$ cat src/rtl/pwm_timer_pkg.sv
// Package: control-word layout helpers shared by the register file and the bench-facing top.
// Assumes each channel owns a 4-bit slot and slot 1 is left unused.
package pwm_timer_pkg;

    // Lowest bit of a channel's slot in the control word.
    function automatic int slot_lsb(input int ch);
        return (ch == 0) ? 0 : 4 * (ch + 1);
    endfunction

    // Bit position of the auto-reload flag; the odd channel uses slot bit 2.
    function automatic int reload_pos(input int ch, input int odd_ch);
        return slot_lsb(ch) + ((ch == odd_ch) ? 2 : 3);
    endfunction

    // Bits of the control word that hold state.
    function automatic logic [63:0] ctrl_keep_mask(input int nch, input int odd_ch);
        logic [63:0] m;
        m = '0;
        for (int ch = 0; ch < nch; ch++) begin
            m[slot_lsb(ch)]           = 1'b1;
            m[slot_lsb(ch) + 1]       = 1'b1;
            m[reload_pos(ch, odd_ch)] = 1'b1;
            if (ch != odd_ch) m[slot_lsb(ch) + 2] = 1'b1;
        end
        return m;
    endfunction

    // Reset value: invert set on every channel that has an invert bit.
    function automatic logic [63:0] ctrl_reset_value(input int nch, input int odd_ch);
        logic [63:0] v;
        v = '0;
        for (int ch = 0; ch < nch; ch++)
            if (ch != odd_ch) v[slot_lsb(ch) + 2] = 1'b1;
        return v;
    endfunction

endpackage

$ cat src/rtl/pwm_regs.sv
// Module: pwm_regs
// Holds the control word and the per-channel period/compare buffers, decodes
// writes, drives combinational read data and splits the control word into
// per-channel flags. Assumes NCH * 3 + 4 words fit in the address space and
// that the control word fits in DW bits.
module pwm_regs #(
    parameter int NCH    = 5,
    parameter int DW     = 32,
    parameter int AW     = 5,
    parameter int ODD_CH = 4
) (
    input  logic                     clk,
    input  logic                     rst_n,
    input  logic                     wr_en,
    input  logic [AW-1:0]            addr,
    input  logic [DW-1:0]            wdata,
    output logic [DW-1:0]            rdata,
    output logic [NCH-1:0]           run,
    output logic [NCH-1:0]           manual,
    output logic [NCH-1:0]           invert,
    output logic [NCH-1:0]           reload,
    output logic [NCH-1:0][DW-1:0]   per_buf,
    output logic [NCH-1:0][DW-1:0]   cmp_buf
);
    import pwm_timer_pkg::*;

    localparam int            CW        = 4 * (NCH + 1);
    localparam int            CTRL_WORD = 2;
    localparam logic [CW-1:0] KEEP      = CW'(ctrl_keep_mask(NCH, ODD_CH));
    localparam logic [CW-1:0] RST_VAL   = CW'(ctrl_reset_value(NCH, ODD_CH));

    logic [CW-1:0] ctrl_q;

    // Control word: masked write, reset to invert-on.
    always_ff @(posedge clk) begin
        if (!rst_n)
            ctrl_q <= RST_VAL;
        else if (wr_en && addr == AW'(CTRL_WORD))
            ctrl_q <= wdata[CW-1:0] & KEEP;
    end

    for (genvar ch = 0; ch < NCH; ch++) begin : g_buf
        localparam int PER_WORD = 3 + 3 * ch;
        localparam int CMP_WORD = 4 + 3 * ch;
        localparam int SL       = slot_lsb(ch);
        localparam int RL       = reload_pos(ch, ODD_CH);

        // Period and compare buffers of this channel.
        always_ff @(posedge clk) begin
            if (!rst_n) begin
                per_buf[ch] <= '0;
                cmp_buf[ch] <= '0;
            end else if (wr_en) begin
                if (addr == AW'(PER_WORD)) per_buf[ch] <= wdata;
                if (addr == AW'(CMP_WORD)) cmp_buf[ch] <= wdata;
            end
        end

        assign run[ch]    = ctrl_q[SL];
        assign manual[ch] = ctrl_q[SL + 1];
        assign reload[ch] = ctrl_q[RL];
        if (ch == ODD_CH) begin : g_noinv
            assign invert[ch] = 1'b0;
        end else begin : g_inv
            assign invert[ch] = ctrl_q[SL + 2];
        end
    end

    // Read mux over all mapped words; unmapped words read zero.
    always_comb begin
        rdata = '0;
        if (addr == AW'(CTRL_WORD)) rdata = DW'(ctrl_q);
        for (int ch = 0; ch < NCH; ch++) begin
            if (addr == AW'(3 + 3 * ch)) rdata = per_buf[ch];
            if (addr == AW'(4 + 3 * ch)) rdata = cmp_buf[ch];
        end
    end

    // the unused slot never reads back as set.
    assert_gap_zero_R2: assert property (@(posedge clk) disable iff (!rst_n)
        (addr == AW'(CTRL_WORD)) |-> (rdata[7:4] == 4'h0));

    // a buffer holds its value across cycles without a write to it.
    assert_buf_hold_R7: assert property (@(posedge clk) disable iff (!rst_n)
        !wr_en |=> ($stable(per_buf) && $stable(cmp_buf)));

endmodule

$ cat src/rtl/pwm_chan.sv
// Module: pwm_chan
// One PWM channel: down-counter, active compare value and park flag, loaded
// from the buffers by manual load or by auto-reload at terminal count.
// Assumes the control flags and buffers come straight from registers.
module pwm_chan #(
    parameter int DW = 32
) (
    input  logic          clk,
    input  logic          rst_n,
    input  logic          tick,
    input  logic          run,
    input  logic          manual,
    input  logic          reload,
    input  logic          invert,
    input  logic [DW-1:0] per_buf,
    input  logic [DW-1:0] cmp_buf,
    output logic          pwm_o
);
    logic [DW-1:0] cnt_q;
    logic [DW-1:0] cmp_q;
    logic          park_q;
    logic          step;
    logic          raw;

    assign step = tick && run && !park_q;

    // Counter, active compare and park flag.
    always_ff @(posedge clk) begin
        if (!rst_n) begin
            cnt_q  <= '0;
            cmp_q  <= '0;
            park_q <= 1'b0;
        end else if (manual) begin
            cnt_q  <= per_buf;
            cmp_q  <= cmp_buf;
            park_q <= 1'b0;
        end else if (step) begin
            if (cnt_q == '0) begin
                if (reload) begin
                    cnt_q <= per_buf;
                    cmp_q <= cmp_buf;
                end else begin
                    park_q <= 1'b1;
                end
            end else begin
                cnt_q <= cnt_q - 1'b1;
            end
        end
    end

    assign raw   = run && !park_q && (cnt_q <= cmp_q);
    assign pwm_o = raw ^ invert;

    // manual load copies both buffers.
    assert_manual_load_R6: assert property (@(posedge clk) disable iff (!rst_n)
        manual |=> (cnt_q == $past(per_buf) && cmp_q == $past(cmp_buf)));

    // one decrement per enabled tick away from terminal count.
    assert_decrement_R5: assert property (@(posedge clk) disable iff (!rst_n)
        (!manual && step && cnt_q != '0) |=> (cnt_q == $past(cnt_q) - 1'b1));

    // no tick or no run means the counter is frozen.
    assert_hold_R5: assert property (@(posedge clk) disable iff (!rst_n)
        (!manual && !(tick && run)) |=> ($stable(cnt_q) && $stable(cmp_q)));

    // auto-reload at terminal count takes the period buffer.
    assert_reload_R8: assert property (@(posedge clk) disable iff (!rst_n)
        (!manual && step && cnt_q == '0 && reload) |=> (cnt_q == $past(per_buf)));

    // a parked channel shows its idle level.
    assert_park_idle_R8: assert property (@(posedge clk) disable iff (!rst_n)
        park_q |-> (pwm_o == invert));

    // all-ones compare keeps the active level while running.
    assert_full_duty_R10: assert property (@(posedge clk) disable iff (!rst_n)
        (run && !park_q && cmp_q == '1) |-> (pwm_o != invert));

endmodule

$ cat src/rtl/pwm_timer_bank.sv
// Module: pwm_timer_bank (top)
// Five-channel double-buffered PWM timer with a word-addressed register port.
// Assumes tick_en comes from a prescaler in the same clock domain.
module pwm_timer_bank #(
    parameter int NCH    = 5,
    parameter int DW     = 32,
    parameter int AW     = 5,
    parameter int ODD_CH = 4
) (
    input  logic           clk,
    input  logic           rst_n,
    input  logic           wr_en,
    input  logic [AW-1:0]  addr,
    input  logic [DW-1:0]  wdata,
    output logic [DW-1:0]  rdata,
    input  logic [NCH-1:0] tick_en,
    output logic [NCH-1:0] pwm_out
);
    logic [NCH-1:0]         run;
    logic [NCH-1:0]         manual;
    logic [NCH-1:0]         invert;
    logic [NCH-1:0]         reload;
    logic [NCH-1:0][DW-1:0] per_buf;
    logic [NCH-1:0][DW-1:0] cmp_buf;

    pwm_regs #(.NCH(NCH), .DW(DW), .AW(AW), .ODD_CH(ODD_CH)) u_regs (
        .clk     (clk),
        .rst_n   (rst_n),
        .wr_en   (wr_en),
        .addr    (addr),
        .wdata   (wdata),
        .rdata   (rdata),
        .run     (run),
        .manual  (manual),
        .invert  (invert),
        .reload  (reload),
        .per_buf (per_buf),
        .cmp_buf (cmp_buf)
    );

    for (genvar ch = 0; ch < NCH; ch++) begin : g_ch
        pwm_chan #(.DW(DW)) u_chan (
            .clk     (clk),
            .rst_n   (rst_n),
            .tick    (tick_en[ch]),
            .run     (run[ch]),
            .manual  (manual[ch]),
            .reload  (reload[ch]),
            .invert  (invert[ch]),
            .per_buf (per_buf[ch]),
            .cmp_buf (cmp_buf[ch]),
            .pwm_o   (pwm_out[ch])
        );
    end

    // the first cycle after reset shows the reset output pattern.
    assert_reset_out_R4: assert property (@(posedge clk)
        $rose(rst_n) |-> (pwm_out == NCH'(pwm_timer_pkg::ctrl_reset_value(NCH, ODD_CH) != 0 ? {NCH{1'b1}} >> 1 : 0)));

endmodule

$ cat config.mk
export PLATFORM = sky130hd
export DESIGN_NAME = pwm_timer_bank
export DESIGN_NICKNAME = d
export VERILOG_FILES = /design/src/rtl/pwm_timer_pkg.sv /design/src/rtl/pwm_regs.sv /design/src/rtl/pwm_chan.sv /design/src/rtl/pwm_timer_bank.sv
export SDC_FILE = /design/constraint.sdc
export NUM_CORES = 2
export LEC_CHECK = 0
export ABC_AREA = 1
export BUFFER_PORTS_ARGS = -buffer_cell sky130_fd_sc_hd__buf_2
export CAP_MARGIN = 20
export CORE_AREA = 2 2 349 178
export CTS_CLUSTER_DIAMETER = 50
export DETAILED_ROUTE_END_ITERATION = 6
export DIE_AREA = 0 0 351 180
export PLACE_DENSITY_LB_ADDON = 0.08
export SETUP_SLACK_MARGIN = 0.4
export SYNTH_ARGS = -nofsm -noshare
export SYNTH_HDL_FRONTEND = slang
export SYNTH_SLANG_ARGS = --single-unit
$ cat constraint.sdc
create_clock -name clk -period 2 [get_ports clk]
set_input_delay 0.1 -clock clk [delete_from_list [all_inputs] [get_ports clk]]
set_output_delay 0.1 -clock clk [all_outputs]
set_load 0.02 [all_outputs]
Word-level counts from Yosys, hierarchy flattened
Index checks and enable logic that the tools add are counted.

Flip-flop bits (word level): 664. Latch bits: 0. Memory bits (writable): 0. Memory bits (read-only): 0. Input port bits: 45. Output and inout bits: 37. Logic and storage cells: 189. Memories: 0.

Add/sub/neg operators: 5. Multipliers: 0. Divide/modulo/power cells: 0. Magnitude comparators: 5. Eq/ne operators: 16. Shift-type cells: 0. Muxes and demuxes: 51. Bitwise operators: 10. Reduce and logical (&&, ||, !) cells: 76.

Operators with widths (count): 32-bit two-way mux (50); 32-bit less-or-equal comparator (5); 32-bit logical NOT (5); 32-bit by 1-bit subtractor with 32-bit output, second input constant (5); 2-bit AND reduction (15); 3-bit AND reduction (10); 2-bit nonzero test (15); 5-bit by 4-bit equality test with 1-bit output, second input constant (5); 23-bit two-way mux (1); 1-bit logical AND (21); 5-bit by 3-bit equality test with 1-bit output, second input constant (3); 3-bit != test, second input constant (5); 5-bit by 2-bit equality test with 1-bit output, second input constant (2); 2-bit OR reduction (5); 1-bit NOT (6); 5-bit equality test, second input constant (1); 1-bit logical NOT (5); 1-bit bitwise XOR (4).

Logic depth before layout (Yosys ltp)
Depth after elaboration: 12. Mapped depth: 18. Depth with buffers taken out: 17.

By module
Synthesis repeated with hierarchy kept, for this count alone.

Cells, all modules: 5439. Area, all modules: 36846.6 sq um.

Modules (own cells, without submodules): pwm_regs (times used 1, cells an instance 2114, area each 14551.5 sq um, sequential area each 6786.5 sq um); pwm_chan (g_ch[1].u_chan ...) (times used 3, cells an instance 667, area each 4471.8 sq um, sequential area each 1301.2 sq um); pwm_chan (g_ch[4].u_chan) (times used 1, cells an instance 666, area each 4473.0 sq um, sequential area each 1301.2 sq um); pwm_chan (g_ch[0].u_chan) (times used 1, cells an instance 658, area each 4406.7 sq um, sequential area each 1301.2 sq um).

Worst setup path after synthesis
OpenSTA, ideal clock, no wires.

Path kind: reg-to-reg. From: register g_ch[3].u_chan.cnt_q[0]. To: register g_ch[3].u_chan.cnt_q[14]. Setup time: 0.070 ns. Data arrival time: 1.632 ns. Required time: 1.930 ns. Path slack: 0.297 ns. Cell stages (with the launch flop): 11. Path buffers: 1. Period minus slack after synthesis: 1.703 ns. Path through: dfxtp_1 > inv_1 > ha_1 > nand2_1 > nor2_1 > nand2_1 > nor2_2 > a21oi_2 > clkbuf_1 > nand3_1 > a21oi_1.

Word-level cells in the longest chain between the ends: 4. Elaborated cells on any way between the ends: 7. Those cells by class: 1 x add/sub; 1 x eq/ne; 3 x mux; 2 x reduce/logical.

RTL lines: start: declaration (RTL line pwm_chan.sv:19) `logic [DW-1:0] cnt_q;`; start signal: assignment (RTL line pwm_chan.sv:34) `cnt_q <= per_buf;`; start signal: assignment (RTL line pwm_chan.sv:40) `cnt_q <= per_buf;`; start signal: assignment (RTL line pwm_chan.sv:46) `cnt_q <= cnt_q - 1'b1;`; 32-bit by 1-bit subtractor with 32-bit output or 32-bit logical NOT (tied branches) (RTL line pwm_chan.sv:46, pwm_chan.sv:38); 32-bit two-way mux (RTL line pwm_chan.sv:38) `if (cnt_q == '0) begin`; 32-bit two-way mux (RTL line pwm_chan.sv:37) `end else if (step) begin`; 32-bit two-way mux (RTL line pwm_chan.sv:33) `end else if (manual) begin`.

Several ways; a longest one is shown, not always the timed one. The select of a mux whose other input is x is not followed. A chain may end at the register's enable or synchronous reset.

Worst setup path in the final report
From: register g_ch[0].u_chan.cmp_q[9]. To: output pwm_out[0].

Word-level cells in the longest chain between the ends: 3.

RTL lines: start: declaration (RTL line pwm_chan.sv:20) `logic [DW-1:0] cmp_q;`; start signal: assignment (RTL line pwm_chan.sv:35) `cmp_q <= cmp_buf;`; start signal: assignment (RTL line pwm_chan.sv:41) `cmp_q <= cmp_buf;`; 32-bit less-or-equal comparator (RTL line pwm_chan.sv:51) `assign raw = run && !park_q && (cnt_q <= cmp_q);`; 1-bit logical AND (RTL line pwm_chan.sv:51); 1-bit bitwise XOR (RTL line pwm_chan.sv:52) `assign pwm_o = raw ^ invert;`; end: declaration (RTL line pwm_timer_bank.sv:17) `output logic [NCH-1:0] pwm_out`.

Every way passes these cells.

==> impl_metrics.json <==
{
  "grt_usage_pct": 47.7,
  "synth_area_leaders": "dfxtp_1, nand2_1, a21oi_1",
  "synth_edf_count": 0,
  "clk_pin_slew_ns": 0.07,
  "fp.dieH_microns": 180,
  "drive_above_1_share_pct": 27.9,
  "tritoncts.num_buffers": 60,
  "r2r_slack_ns": -0.21,
  "crit_slowest_cell": "ha_1",
  "syn_to_final_growth_pct": 33.8,
  "async_flop_share_pct": 0,
  "end_kind": "output pin",
  "die-width_microns": 351,
  "wire_per_inst_microns": 24.9,
  "vdd_drop_max_mv": 0.647,
  "path_class": "flip-flop to output pin",
  "hpwl_microns": 112000,
  "firstDrtPassIters": 7,
  "startpoint_type": "flip-flop",
  "grt_first_pass_wirelength_microns": 226000,
  "cts_sinks": 664,
  "syn_nets": 5591,
  "finalHoldViolCount": 0,
  "synth_area_sq_um": 35800,
  "maxCapViolCount": 0,
  "hold_class": "input pin to flip-flop",
  "synth.top_cell.area_share_pct": 37.2,
  "fillers": 4252,
  "finalWirelength_microns": 167000,
  "fin_util_pct": 79.3,
  "setup_slack_ns": -0.625,
  "postLayoutCellArea_sq_um": 47800,
  "drc": 0,
  "rows": 64,
  "cts-htree-levels": 2,
  "ant_nets": 0,
  "clock_latency_ns": 0.68,
  "drtIter0Drc": 8651,
  "status": "finished, violations left",
  "fin_nets": 6018,
  "multi_input_area_sq_um": 22500,
  "rsz0062_at_grt": "true",
  "min_period_ns": 2.62,
  "synthCells": 5376,
  "period_share_pct": 131,
  "ys_seq_area_share_pct": 37.2,
  "crit_fanout": 2,
  "violations": "setup timing",
  "gp_congestion": 1.16,
  "die-area_sq_um": 63200,
  "ios": 82,
  "fmax_mhz": 381,
  "slew_violations": 0,
  "ys_ff_latch": 664,
  "viasPerCell": 6.28,
  "dr_total_vias": 42000,
  "grt_overflow": 0,
  "path_cells": "inv_1 -> ha_1 -> nand4_1 -> nor3_1 -> buf_4 -> nand2_1 -> nand2_1 -> nand2_1 -> nand2_2 -> nand2_4 -> nand2_2 -> nand2_1 -> nand2_1 -> buf_6",
  "ys_warn_count": 0,
  "grt_max_degree": 132,
  "setup_viol": 102,
  "fin_skew_ns": 0.0271,
  "regArea_sq_um": 13600,
  "syn_avg_cell_area_sq_um": 6.65,
  "coreArea_sq_um": 60300,
  "powerDensity_nw_per_um2": 592,
  "antenna_found_initial": 8,
  "placement.cell_area_sq_um": 39600,
  "power_leakage_uw": 0.0210,
  "portBuffers": 81,
  "cp_data_required_time_ns": 1.90,
  "cp.arrival_ns": 2.52,
  "maxSlewHeadroom_pct": 53.2,
  "cp_common_cell": "nand2_1",
  "grt_pass1_vias": 35300,
  "cts_buffer_depth": 3,
  "tightestPinTransition_ns": 0.701,
  "synth_top_cell_by_area": "dfxtp_1",
  "ctsRootBufferMaster": "clkbuf_16",
  "ys.flop_type": "dfxtp_1",
  "max_stage_delay_ns": 0.32,
  "cts_tree": "built",
  "floorplan.initialDensity_pct": 59.3,
  "ys_types": 45
}
## stage by stage
stage / worst slack, ns / TNS, ns / hold slack (ns) / total power (uW) / std cells
floorplan: 0.367 / 0 / 0.293 / 14400 / 5376
global placement: -0.429 / -3.00 / 0.448 / 15000 / 6385
detailed placement: -0.415 / -3.97 / 0.451 / 15000 / 6385
CTS: -0.553 / -7.04 / 0.00848 / 27900 / 6603
global route: -0.709 / -18.73 / 0.0507 / 28700 / 6679
finish: -0.625 / -15.43 / 0.0333 / 28300 / 6683
## synthesized netlist by cell type (2+ instances only)
master	instances
nand3_2	2
or2_2	24
nor2_2	24
o21ai_1	32
o211ai_1	31
nor2_1	669
inv_2	12
buf_1	8
xor2_1	15
and2_1	5
dfxtp_1	664
buf_2	81
nand2_2	8
a31oi_1	4
buf_6	13
nand2_1	1177
ha_1	170
a211oi_1	2
buf_4	13
o21bai_1	3
clkbuf_1	194
xnor2_1	39
o21a_1	4
nand3b_1	13
a21oi_1	634
inv_1	502
nor3_1	25
nor2_4	5
nand4_1	79
o21ai_0	485
nand3_1	410
clkbuf_2	2
o21ai_4	3
o21ai_2	4
a21oi_2	5
nor3_4	3
a21o_1	4
## registers in the layout, summed over array words and instances, names as in the netlist
register and count:
g_ch.u_chan.cmp_q 160, u_regs.per_buf 160, u_regs.ctrl_q 19, g_ch.u_chan.park_q 5, g_ch.u_chan.cnt_q 160, u_regs.cmp_buf 160
## cell families (layout without fill, tap and decap cells)
family / Yosys count / in the layout / share of synthesized area, %
AND/OR/NAND/NOR: 2449 / 2454 / 28.7
AO/OA/AOI/OAI: 1212 / 1212 / 17.5
buffers and inverters: 827 / 1300 / 9.39
flip-flops: 664 / 664 / 37.2
adder cells (fa/ha/maj): 170 / 170 / 5.95
XOR/XNOR: 54 / 54 / 1.32
other: 0 / 4 / 0
## worst max-delay path, delay by kind of cell, from the launching register on
family                     cells  cell delay [ns]
buffers and inverters          3             0.38
adders and majority gates      1             0.32
DFF                            1             0.31
and+or+nand+nor               10             0.82
## path summary, 6_finish.rpt
path / end / startpoint / depth (start not counted)
max reg2reg: g_ch[2].u_chan.cnt_q[11] / g_ch[2].u_chan.cnt_q[10] / 13
min: u_regs.cmp_buf[9] / addr[3] / 6
min reg2reg: g_ch[4].u_chan.cmp_q[28] / g_ch[4].u_chan.cmp_q[28] / 2
max: pwm_out[0] / g_ch[0].u_chan.cmp_q[9] / 14
## per-layer routing
| metal | track usage [%] | vias to the layer above | share of wire (%) |
|---|---|---|---|
| li1 | - | 18500 | - |
| met1 | 71.2 | 19300 | 40 |
| met2 | 56.0 | 3677 | 35 |
| met3 | 26.4 | 505 | 21 |
| met4 | 13.4 | 14 | 3.8 |
| met5 | 2.34 | - | 0.13 |
## final cells by class
type / instances / area share, %
antenna: 4 / 0.0209
clock inverter: 33 / 0.968
multi-input combinational: 3890 / 47.1
timing repair buffer: 671 / 13.6
clock buffer: 80 / 3.63
tap: 825 / 2.16
inverter: 516 / 4.13
sequential: 664 / 28.4
## placed cells by master (no fill, tap or decap), types with 45 or more instances in the layout
| master | n |
|---|---|
| a21oi_1 | 536 |
| a21oi_2 | 94 |
| buf_12 | 59 |
| buf_2 | 45 |
| buf_4 | 425 |
| buf_6 | 72 |
| clkbuf_16 | 82 |
| dfxtp_1 | 512 |
| dfxtp_2 | 119 |
| ha_1 | 116 |
| ha_4 | 51 |
| inv_1 | 438 |
| inv_2 | 69 |
| nand2_1 | 1017 |
| nand2_2 | 122 |
| nand2_4 | 46 |
| nand3_1 | 358 |
| nand4_1 | 79 |
| nor2_1 | 553 |
| nor2_2 | 80 |
| nor2_4 | 66 |
| o21ai_0 | 371 |
| o21ai_1 | 65 |
| o21ai_2 | 54 |
## power by group
part / total (uW) / switching (uW) / internal (uW) / leakage (uW)
sequential: 13300 / 86.8 / 13300 / 0.00544
combinational: 1750 / 1260 / 481 / 0.0145
clock: 13300 / 5820 / 7430 / 0.00107
## what timing repair did
| action | in CTS | in global routing |
|---|---|---|
| hold endpoints to repair | 275 | 0 |
| resized for setup | 545 | 640 |
| pin swaps | 196 | 223 |
| hold buffers | 39 | 0 |
| cloned | 4 | 32 |
| endpoints found under the setup margin | 360 | 363 |
| buffers inserted | 62 | 44 |
(Power assumes the default switching activity.)
